==> src/rtl/usb_in_ep_tx.sv <==
`timescale 1ns/1ps
module usb_in_ep_tx #(
  parameter int DEPTH = 8,
  parameter int DW    = 8
) (
  input  logic                         clk,
  input  logic                         rst_n,
  input  logic                         bus_reset,
  input  logic                         wr_en,
  input  logic [DW-1:0]                wr_data,
  output logic [$clog2(DEPTH+1)-1:0]   free_cnt,
  input  logic                         arm,
  output logic                         armed,
  input  logic                         clr_fail,
  input  logic                         clr_ok,
  input  logic                         ie_fail,
  input  logic                         ie_ok,
  input  logic                         route_fail,
  input  logic                         route_ok,
  output logic                         fail_flag,
  output logic                         ok_flag,
  output logic                         irq_ep,
  output logic                         irq_fail,
  output logic                         irq_ok,
  input  logic                         tok_in,
  input  logic                         hs_ack,
  input  logic                         hs_timeout,
  output logic                         tx_valid,
  output logic [DW-1:0]                tx_data,
  output logic                         tx_last,
  output logic                         tx_pid1,
  output logic                         tx_nak
);
  localparam int AW = $clog2(DEPTH);
  localparam int CW = $clog2(DEPTH+1);

  typedef enum logic [1:0] {IDLE, SEND, WAIT} st_t;
  st_t st;

  logic [DW-1:0] mem [DEPTH];
  logic [AW-1:0] wr_ptr, rd_ptr, sh_ptr;
  logic [CW-1:0] count, rem;

  wire busy     = (st != IDLE);
  wire tok_idle = tok_in && (st == IDLE);
  wire can_send = armed && (count != '0);
  wire start    = tok_idle && can_send;
  wire nak_hit  = tok_idle && !can_send;
  wire ack_hit  = (st == WAIT) && hs_ack;
  wire tmo_hit  = (st == WAIT) && !hs_ack && hs_timeout;
  wire wr_ok    = wr_en && !armed && (count < CW'(DEPTH));

  assign free_cnt = CW'(DEPTH) - count;
  assign tx_valid = (st == SEND);
  assign tx_data  = mem[sh_ptr];
  assign tx_last  = (st == SEND) && (rem == CW'(1));

  assign irq_ep   = (fail_flag && ie_fail && !route_fail) || (ok_flag && ie_ok && !route_ok);
  assign irq_fail = fail_flag && ie_fail && route_fail;
  assign irq_ok   = ok_flag && ie_ok && route_ok;

  always_ff @(posedge clk)
    if (wr_ok) mem[wr_ptr] <= wr_data;

  always_ff @(posedge clk) begin
    if (!rst_n) begin
      wr_ptr <= '0;
      count  <= '0;
    end else if (ack_hit) begin
      count  <= '0;
    end else if (wr_ok) begin
      wr_ptr <= wr_ptr + AW'(1);
      count  <= count + CW'(1);
    end
  end

  always_ff @(posedge clk) begin
    if (!rst_n) begin
      st     <= IDLE;
      rd_ptr <= '0;
      sh_ptr <= '0;
      rem    <= '0;
    end else begin
      unique case (st)
        IDLE: if (start) begin
          st     <= SEND;
          sh_ptr <= rd_ptr;
          rem    <= count;
        end
        SEND: begin
          sh_ptr <= sh_ptr + AW'(1);
          rem    <= rem - CW'(1);
          if (rem == CW'(1)) st <= WAIT;
        end
        WAIT: begin
          if (ack_hit) begin
            rd_ptr <= sh_ptr;
            st     <= IDLE;
          end else if (tmo_hit) begin
            sh_ptr <= rd_ptr;
            st     <= IDLE;
          end
        end
        default: st <= IDLE;
      endcase
    end
  end

  always_ff @(posedge clk) begin
    if (!rst_n) begin
      armed     <= 1'b0;
      fail_flag <= 1'b0;
      ok_flag   <= 1'b0;
      tx_nak    <= 1'b0;
      tx_pid1   <= 1'b0;
    end else begin
      tx_nak    <= nak_hit;
      fail_flag <= (fail_flag && !clr_fail) || nak_hit;
      ok_flag   <= (ok_flag && !clr_ok) || ack_hit;
      if (ack_hit)   armed <= 1'b0;
      else if (arm)  armed <= 1'b1;
      if (bus_reset)    tx_pid1 <= 1'b0;
      else if (ack_hit) tx_pid1 <= !tx_pid1;
    end
  end
endmodule


==> config.mk <==
export PLATFORM = sky130hd
export DESIGN_NAME = usb_in_ep_tx
export DESIGN_NICKNAME = d
export VERILOG_FILES = /design/src/rtl/usb_in_ep_tx.sv
export SDC_FILE = /design/constraint.sdc
export NUM_CORES = 1
export LEC_CHECK = 0
export BUFFER_PORTS_ARGS = -buffer_cell sky130_fd_sc_hd__buf_2
export CAP_MARGIN = 10
export CORE_MARGIN = 2
export CORE_UTILIZATION = 34
export DETAILED_ROUTE_END_ITERATION = 10
export PLACE_DENSITY = 0.54
export SYNTH_ARGS = -nofsm -noshare
export SYNTH_HDL_FRONTEND = slang
export SYNTH_SLANG_ARGS = --single-unit
==> constraint.sdc <==
create_clock -name clk -period 5.1 [get_ports clk]
set_clock_uncertainty 0.15 [all_clocks]
set_input_delay 1.275 -clock clk [delete_from_list [all_inputs] [get_ports clk]]
set_output_delay 1.275 -clock clk [all_outputs]
set_load 0.005 [all_outputs]
==> metrics, run 1 <==
CP Cell Sequence=mux4_2, mux2_2, buf_2; count of final setup violators=0; Clock Pin Slew Worst Setup and Hold Paths=~0.090 ns; Leak Pwr=roughly 1.5 nW; max incr delay on CP=around 0.87 ns; reg-to-reg critical path endpoint=mem[5][5]$_DFFE_PP_; WL per Instance=16.04 µm; first-pass GRT wire length=11410 µm; Critical Path End Type=output pin; RSZ-0062 raised after global routing=no; reg2reg start=armed$_SDFFE_PP0P_; area delta synth->final=15.79%; DRC Markers=0; WL final=roughly 7000 µm; PwrDens=323.7 nW/µm²; Tcrit/Tclk final=68.37%; measured slew at the worst slew-check pin=0.9349 ns; final setup margin=1.613 ns; Clock Path Buffers=2; Yosys reg bits=91; ratio of cells with drive above 1 in the final layout=32.44%; vias=2168; CP max stage cell=dfxtp_1; Core ar.=~11000 µm²; Bufs and invs on worst path=1; Ys Warns=0; Period minus WS final=3.487 ns; syn avg cell area=15.21 µm²; Post-Place Setup Slack=between 1.5 and 2 ns; Post-CTS Resized=0; overall die area=11860 µm²; post-synth cell types=47; Post-CTS Setup Inserts=0; Relative slew margins=~37%; fin. max-slew vios=0; clock root buffer=clkbuf_8; post-layout util=around two fifths; antenna-violating nets left=0; Setup TNS=0 ns; Final Total Pwr=approximately 1.4 mW; Initial DRC Count=87; fraction of the yosys area taken by sequential cells=65.82%; Reg2Reg Depth=3; Num CTS Buffers=9; IO Port Bufs=43; die height=about 110 µm; fill count=1024; fmax=approximately 0.29 GHz; number of flops mapped to enable cells by yosys=64; Required @ worst endpoint=approximately 3.7 ns; maximum vdd drop=0.0001840 V; routability-driven placement congestion ratio=0.7374; Post-Syn Area=3741 µm²; vias in the first global route=about 2200; startpoint types=flop; MaxCap Viol Count=0; worst hold path depth=2; crit path DAT=2.06 ns; clk_lat worst skew=0.36 ns; share of flip-flops with an asynchronous set or reset=0%; initial antenna violation count=0; grt total ovfl=0; layout net count=322; status=finished clean; family with the most delay on the worst path=flip-flops; worst-path maximum fanout=16; antenna diode count=0; cts hold-fix bufs=0; row cnt=38; WHS Endpoint=rem[3]$_SDFFE_PN0P_; maximum number of pins on one net before global-route repair=24; WS Path Type=reg -> out; DP Wirelength=roughly 4600 µm; final hold vios=0; CTS tree=done; r2r setup slk=2.72 ns; worst min path class=reg -> reg; Main synth FF type=edfxtp_1; post-synthesis cell count=between 200 and 250; DIE WIDTH=108.9 µm; Synth Net Count=274; GRT Overall Usage=approximately an eighth; H-tree Lvls=3; vias per inst=4.938; drt first pass iters=4; Initial Utilization=34.66%; clock sink count=91; IO Count=44; hold_sp=rem[3]$_SDFFE_PN0P_
==> registers in the layout (all words and copies together) (netlist names), named ones only <==
| signal | flops |
|---|---|
| ok_flag | 1 |
| sh_ptr | 3 |
| mem | 64 |
| fail_flag | 1 |
| st | 2 |
| count | 4 |
| tx_pid1 | 1 |
| rem | 4 |
| tx_nak | 1 |
| armed | 1 |
| wr_ptr | 3 |
| rd_ptr | 3 |
==> report_power, final <==
| group | switching (mW) | total [mW] | internal [mW] |
|---|---|---|---|
| Combinational | 0.0473 | 0.0904 | 0.0431 |
| Clock | 0.262 | 0.495 | 0.233 |
| Sequential | 0.0115 | 0.817 | 0.805 |
==> synth_stat cells (2+ instances only) <==
cell	instances	area share, %
mux2i_1	3	0.80
nor3_1	6	0.80
a21boi_0	7	1.4
clkbuf_1	4	0.40
and3_1	2	0.33
buf_1	2	0.20
a221oi_1	2	0.47
xor2_1	3	0.70
o21ai_0	3	0.40
and3b_1	2	0.47
nor2b_1	5	0.84
nor2_1	19	1.9
inv_1	6	0.60
buf_4	2	0.40
nor3b_1	2	0.40
xnor2_1	4	0.94
edfxtp_1	64	51
ha_1	6	2.0
o21a_1	2	0.40
a21oi_1	4	0.54
and2_1	2	0.33
o221a_1	2	0.60
dfxtp_1	27	14
mux2_2	8	2.4
nand2_1	17	1.7
nand2b_1	4	0.67
mux4_2	16	9.6
nand3_1	3	0.40
==> layer usage <==
layer | vias to the layer above | routed length [µm] | share of wire [%] | GRT usage (%)
met3 | 6 | 339 | 4.8 | 4.423
met2 | 54 | 3487 | 50 | 21.65
met4 | 0 | 65 | 0.92 | 3.022
met1 | 1081 | 3149 | 45 | 16.72
met5 | - | 0 | 0 | 0
li1 | 1027 | - | - | -
==> placed cells by master (no fill, tap or decap), drive strengths merged, types with 7 or more instances in the layout <==
cell and instances:
mux2 8, nor2 19, inv 8, nand2 17, dfxtp 27, mux4 16, a21boi 7, edfxtp 64
buf 47, clkbuf 10
==> worst max-delay path by stage <==
stage / cells past startpoint / slack (ns) / endpoint / start
finish: 3 / 1.61 / tx_data[0] / flop
global route: 3 / 1.46 / tx_data[0] / flop
CTS: 3 / 1.56 / tx_data[0] / flop
detailed placement: 4 / 1.72 / mem[5][4]$_DFFE_PP_ / wr_en
global placement: 4 / 1.76 / mem[5][3]$_DFFE_PP_ / wr_en
floorplan: 3 / 2.12 / mem[1][0]$_DFFE_PP_ / wr_en
==> kinds of logic (layout without fill, tap and decap cells) <==
family | count (synthesis) | after routing | synth area share [%]
flip-flops | 91 | 91 | 65.82
AND/OR/NAND/NOR | 71 | 71 | 10.07
AO/OA/AOI/OAI | 28 | 28 | 5.753
multiplexers | 27 | 27 | 12.84
buffers and inverters | 16 | 69 | 1.872
XOR/XNOR | 7 | 7 | 1.639
adder cells (fa/ha/maj) | 6 | 6 | 2.007
==> worst register-to-register path, cell delays in order (launching register included) <==
cell     delay, ns
dfxtp_1       0.40
nor3b_2       0.50
nand2_1       0.21
nor2_1        0.75
==> stage by stage <==
| step | hold slack [ns] | cells | area [µm²] |
|---|---|---|---|
| 2_1_floorplan | 0.3188 | 246 | 3741 |
| 3_3_place_gp | 0.3355 | 423 | 4130 |
| 3_5_place_dp | 0.3540 | 423 | 4130 |
| 4_1_cts | 0.3683 | 439 | 4332 |
| 5_1_grt | 0.3963 | 439 | 4332 |
| 6_report | 0.3628 | 439 | 4332 |
==> final cells by class <==
type / count / area, µm² / area share, %
clock buffer: 10 / 127.6 / 2.946
timing repair buffer: 47 / 245.2 / 5.661
inverter: 6 / 22.52 / 0.5199
tap: 140 / 175.2 / 4.044
multi-input combinational: 139 / 1225 / 28.28
clock inverter: 6 / 73.82 / 1.704
sequential: 91 / 2462 / 56.85
Note: power is estimated with default switching activity, not from simulation.
==> run 2: changes to the inputs <==
Clock period 5.1 ns to 3.5 ns, I/O delays scaled along.
==> metrics, run 2 (synthesis gave the netlist of run 1 again) <==
WL final=6889 µm (was 7041 µm); count of final setup violators=0 (unchanged); Core ar.=10790 µm² (unchanged); Clock Path Buffers=2 (unchanged); row cnt=38 (unchanged); WHS=0.3596 ns (was 0.3628 ns); ratio of cells with drive above 1 in the final layout=33.44% (was 32.44%); antenna-violating nets left=0 (unchanged); overall die area=11860 µm² (unchanged); Clock Pin Slew Worst Setup and Hold Paths=0.09 ns (about the same); GRT Overall Usage=12.65% (was 13.12%); Post-CTS Setup Inserts=0 (unchanged); grt total ovfl=0 (unchanged); DP Wirelength=4488 µm (was 4578 µm); Biggest register=mem (unchanged); Relative slew margins=66.34% (was 37.33%); clk_lat worst skew=0.35 ns (was 0.36 ns); Num CTS Buffers=9 (unchanged); WL per Instance=15.48 µm (was 16.04 µm); final hold vios=0 (unchanged); Leak Pwr=1.529 nW (was 1.506 nW); measured slew at the worst slew-check pin=0.5034 ns (was 0.9349 ns); post-layout util=40.27% (was 40.13%); Period minus WS final=2.957 ns; max reg flops=64 (unchanged); Critical Path End Type=output pin (unchanged); PwrDens=448.9 nW/µm² (was 323.7 nW/µm²); worst-path maximum fanout=16 (unchanged); Initial Utilization=34.66% (unchanged); layout net count=329 (was 322); Post-CTS Resized=0 (unchanged); vias in the first global route=2172 (was 2186); startpoint types=flop (unchanged); DIE WIDTH=108.9 µm (unchanged); RSZ-0062 raised after global routing=no (unchanged); initial antenna violation count=0 (unchanged); maximum vdd drop=0.0001716 V (was 0.0001840 V); clock sink count=91 (unchanged); commonest cells after routing, fill and taps aside=64 x edfxtp_1, 43 x buf_2, 27 x dfxtp_1 (unchanged); leading registers by flop count=mem: 64 flops, count: 4 flops, rem: 4 flops (unchanged); drt first pass iters=4 (unchanged); Required @ worst endpoint=2.47 ns (was 3.67 ns); maximum number of pins on one net before global-route repair=24 (unchanged); Setup TNS=0 ns (unchanged); IO Count=44 (unchanged); cts hold-fix bufs=0 (unchanged); commonest non-fill, non-tap cell in the layout=edfxtp_1 (unchanged); routability-driven placement congestion ratio=0.7497 (was 0.7374); die height=108.9 µm (unchanged); IO Port Bufs=43 (unchanged); fill count=1005 (was 1024); WS Path Type=reg -> out (unchanged); vias=2146 (was 2168); crit path DAT=1.93 ns (was 2.06 ns); DRC Markers=0 (unchanged); Tcrit/Tclk final=84.48%; Initial DRC Count=67 (was 87); fmax=0.3382 GHz; first-pass GRT wire length=11160 µm (was 11410 µm); H-tree Lvls=3 (unchanged); MaxCap Viol Count=0 (unchanged); CTS tree=done (unchanged); clock root buffer=clkbuf_8 (unchanged); worst min path class=reg -> reg (unchanged); fin. max-slew vios=0 (unchanged); vias per inst=4.822 (was 4.938); status=finished clean (unchanged); area delta synth->final=16.19% (was 15.79%); antenna diode count=0 (unchanged)
==> run 2: cell types whose count changed in the layout (fill, tap and decap cells not counted) <==
| cell | change |
|---|---|
| inv_8 | -1 |
| nor3_1 | +2 |
| clkinv_4 | +1 |
| inv_6 | +1 |
| clkbuf_1 | -1 |
| buf_4 | +7 |
| nor3_2 | -2 |
| bufinv_16 | -1 |
==> run 2: report_power, final <==
part,switching [mW],internal [mW]
Combinational,0.0691,0.0639
Sequential,0.0164,1.17
Clock,0.367,0.261
==> run 2: layout make-up <==
cell class	instances	area, µm²	share of cell area (%)
Clock buffer	9	123.9	2.850
Clock inverter	6	50.05	1.151
Inverter	6	22.52	0.5181
Multi-Input combinational cell	139	1215	27.95
Sequential cell	91	2462	56.65
Tap cell	140	175.2	4.030
Timing Repair Buffer	54	297.8	6.851
==> run 2: stage by stage <==
stage	cells	instance area (µm²)	total power [mW]	worst slack (ns)
3_3_place_gp	430	4173	1.348	0.8901
4_1_cts	445	4347	1.981	0.4834
6_report	445	4347	1.951	0.5433
3_5_place_dp	430	4173	1.350	0.8839
2_1_floorplan	246	3741	1.290	0.9234
5_1_grt	445	4347	2.039	0.4345
==> run 2: final timing paths <==
check / from / end / slack (ns) / cells past startpoint
hold reg to reg: rem[3]$_SDFFE_PN0P_ / rem[3]$_SDFFE_PN0P_ / 0.36 / 2
setup reg to reg: st[1]$_SDFFE_PN0P_ / sh_ptr[0]$_SDFFE_PN0P_ / 1.44 / 5
setup / recovery: flop / tx_data[6] / 0.54 / 4
hold / removal: rem[3]$_SDFFE_PN0P_ / rem[3]$_SDFFE_PN0P_ / 0.36 / 2
==> run 2: critical path: stages (launching register included) <==
cell	delay, ns
dfxtp_1	0.31
buf_4	0.31
mux4_2	0.56
mux2_2	0.27
buf_2	0.12
==> run 2: routing by layer <==
layer / track usage, % / wire length (µm) / up-vias
li1: - / - / 1038
met1: 15.16 / 3030 / 1049
met2: 22.14 / 3470 / 55
met3: 4.124 / 353 / 4
met4: 2.747 / 34 / 0
met5: 0 / 0 / -
==> run 3: changes to the inputs <==
Settings changed: ABC_AREA set to 1.
Clock period 3.5 ns to 3 ns, I/O delays scaled along.
==> metrics, run 3 <==
final std cells w/o fill=572 (was 445); overall die area=12260 µm² (was 11860 µm²); Relative slew margins=51.12% (was 66.34%); Core ar.=10980 µm² (was 10790 µm²); measured slew at the worst slew-check pin=0.7324 ns (was 0.5034 ns); number of flops mapped to enable cells by yosys=64 (unchanged); count of final setup violators=0 (unchanged); share of the synthesized area in the top cell type=49.64% (was 51.37%); Period minus WS final=2.618 ns; Critical Path End Type=output pin (unchanged); clock sink count=91 (unchanged); Yosys reg bits=91 (unchanged); placed inst area=4272 µm² (was 4173 µm²); DP Wirelength=5235 µm (was 4488 µm); area leader, netlist=edfxtp_1 (unchanged); area delta synth->final=19.07% (was 16.19%); worst min path class=reg -> reg (unchanged); WL per Instance=13.70 µm (was 15.48 µm); fraction of the yosys area taken by sequential cells=63.61% (was 65.82%); Required @ worst endpoint=2.10 ns (was 2.47 ns); Clock Path Buffers=2 (unchanged); H-tree Lvls=3 (unchanged); startpoint types=flop (unchanged); vias in the first global route=2625 (was 2172); Initial DRC Count=169 (was 67); maximum number of pins on one net before global-route repair=33 (was 24); Main synth FF type=edfxtp_1 (unchanged); WS Path Type=reg -> out (unchanged); Post-Place Setup Slack=0.6792 ns (was 0.8839 ns); initial antenna violation count=0 (unchanged); final hold vios=0 (unchanged); fmax=0.3820 GHz; Leak Pwr=1.799 nW (was 1.529 nW); share of flip-flops with an asynchronous set or reset=0% (unchanged); antenna-violating nets left=0 (unchanged); row cnt=38 (unchanged); cts hold-fix bufs=0 (unchanged); count leader, synth=nor2_1 (was edfxtp_1); clk_lat worst skew=0.33 ns (was 0.35 ns); maximum vdd drop=0.0002494 V (was 0.0001716 V); PwrDens=645.1 nW/µm² (was 448.9 nW/µm²); design area=4609 µm² (was 4347 µm²); syn avg cell area=10.30 µm² (was 15.21 µm²); top post-synthesis cells by area=edfxtp_1 50%, dfxtp_1 14%, nor2_1 6.6% (was edfxtp_1 51%, dfxtp_1 14%, mux4_2 9.6%); DRC Markers=0 (unchanged); post-synthesis cell count=376 (was 246); CTS tree=done (unchanged); drt first pass iters=4 (unchanged); layout net count=456 (was 329); fin. max-slew vios=0 (unchanged); Initial Utilization=35.25% (was 34.66%); power share of the sequential group=47.3% (was 61.0%); IO Port Bufs=43 (unchanged); post-layout util=41.97% (was 40.27%); RSZ-0062 raised after global routing=no (unchanged); GRT Overall Usage=13.38% (was 12.65%); vias=2697 (was 2146); NetSw=0.6636 mW (was 0.4526 mW); worst-path maximum fanout=24 (was 16); antenna diode count=0 (unchanged); leading registers by flop count=mem: 64 flops, count: 4 flops, rem: 4 flops (unchanged); grt total ovfl=0 (unchanged); Sw Ratio=22.32% (was 23.19%); max reg flops=64 (unchanged); final setup margin=0.3822 ns (was 0.5433 ns); Biggest register=mem (unchanged); vias per inst=4.715 (was 4.822); first-pass GRT wire length=13010 µm (was 11160 µm); routability-driven placement congestion ratio=0.7484 (was 0.7497); Post-Syn Area=3871 µm² (was 3741 µm²); Post-CTS Resized=0 (unchanged); ratio of cells with drive above 1 in the final layout=18.98% (was 33.44%); commonest cells after routing, fill and taps aside=68 x nor2_1, 64 x edfxtp_1, 57 x nand2_1 (was 64 x edfxtp_1, 43 x buf_2, 27 x dfxtp_1); Pint=2.310 mW (was 1.499 mW); Num CTS Buffers=9 (unchanged); die height=110.7 µm (was 108.9 µm); status=finished clean (unchanged); Setup TNS=0 ns (unchanged); Clock Pin Slew Worst Setup and Hold Paths=0.06 ns (was 0.09 ns); WL final=7837 µm (was 6889 µm); synth cell count leaders=68 x nor2_1, 64 x edfxtp_1, 57 x nand2_1, 43 x o21ai_0, 30 x inv_1 (was 64 x edfxtp_1, 27 x dfxtp_1, 19 x nor2_1, 17 x nand2_1, 16 x mux4_2); clock root buffer=clkbuf_16 (was clkbuf_8); Tcrit/Tclk final=between 80% and 90%; combinational group share of total power=10.2% (was 6.8%); IO Count=44 (unchanged); MaxCap Viol Count=0 (unchanged); Post-CTS Setup Inserts=0 (unchanged); Synth Net Count=404 (was 274); Placed Cells=557 (was 430); Ys Warns=0 (unchanged); DIE WIDTH=110.7 µm (was 108.9 µm); crit path DAT=1.72 ns (was 1.93 ns); commonest non-fill, non-tap cell in the layout=nor2_1 (was edfxtp_1); Clock power frac=42.5% (was 32.2%); post-synth cell types=31 (was 47)
-- run 3: cell count changes after synthesis, moves of 10 or more --
cell and change:
inv_1 +24, a21oi_1 +10, nand3_1 +10, nor2_1 +49
o21ai_0 +40, mux4_2 -16, nand2_1 +40
-- run 3: final cells by class --
type | count | area, µm²
well taps | 140 | 175.2
clock buffers | 9 | 225.2
inverters | 33 | 126.4
repair buffers | 53 | 290.3
multi-input cells | 240 | 1217
fillers | 1093 | 6374
flip-flops and latches | 91 | 2462
clock inverters | 6 | 112.6
-- run 3: cells by family (layout without fill, tap and decap cells) --
group | after synthesis | count (layout) | share of synthesized area [%]
AOI/OAI and AO/OA | 70 | 70 | 9.826
xor gates and xnor gates | 2 | 2 | 0.4526
adders and majority gates | 6 | 6 | 1.939
buffers and inverters | 45 | 101 | 4.945
DFF | 91 | 91 | 63.61
muxes | 8 | 8 | 2.069
and+or+nand+nor | 154 | 154 | 17.16
-- run 3: power by group through the flow --
| stage | sequential (mW) | clock, mW | combinational (mW) |
|---|---|---|---|
| floorplan | 1.43 | 0 | 0.198 |
| global placement | 1.43 | 0 | 0.304 |
| detailed placement | 1.43 | 0 | 0.308 |
| CTS | 1.41 | 1.30 | 0.310 |
| global route | 1.41 | 1.35 | 0.352 |
| finish | 1.41 | 1.26 | 0.304 |
-- run 3: through the flow --
step           hold WS (ns)  power (mW)
2_1_floorplan        0.2739       1.625
3_3_place_gp         0.2908       1.737
3_5_place_dp         0.2907       1.742
4_1_cts              0.3006       3.015
5_1_grt              0.3210       3.111
6_report             0.3004       2.973
-- run 3: path summary, 6_finish.rpt --
kind	startpoint	end	slack (ns)	cells past startpoint
max	flop	tx_data[0]	0.38	6
min	rd_ptr[1]$_SDFFE_PN0P_	rd_ptr[1]$_SDFFE_PN0P_	0.30	2
max reg2reg	armed$_SDFFE_PP0P_	mem[4][7]$_DFFE_PP_	1.08	6
min reg2reg	rd_ptr[1]$_SDFFE_PN0P_	rd_ptr[1]$_SDFFE_PN0P_	0.30	2
-- run 3: worst max-delay path: stages, from the launching register on --
cell and delay (ns):
dfxtp_1 0.31, inv_1 0.53, o21ai_0 0.19, o21ai_0 0.10, nand2_1 0.07, nand2_1 0.09, buf_2 0.11
-- run 3: layer usage --
metal | global-route usage, % | wire (µm) | vias up
li1 | - | - | 1376
met1 | 15.91 | 3648 | 1263
met3 | 3.937 | 326 | 5
met5 | 0 | 0 | -
met4 | 3.250 | 70 | 0
met2 | 23.80 | 3792 | 53
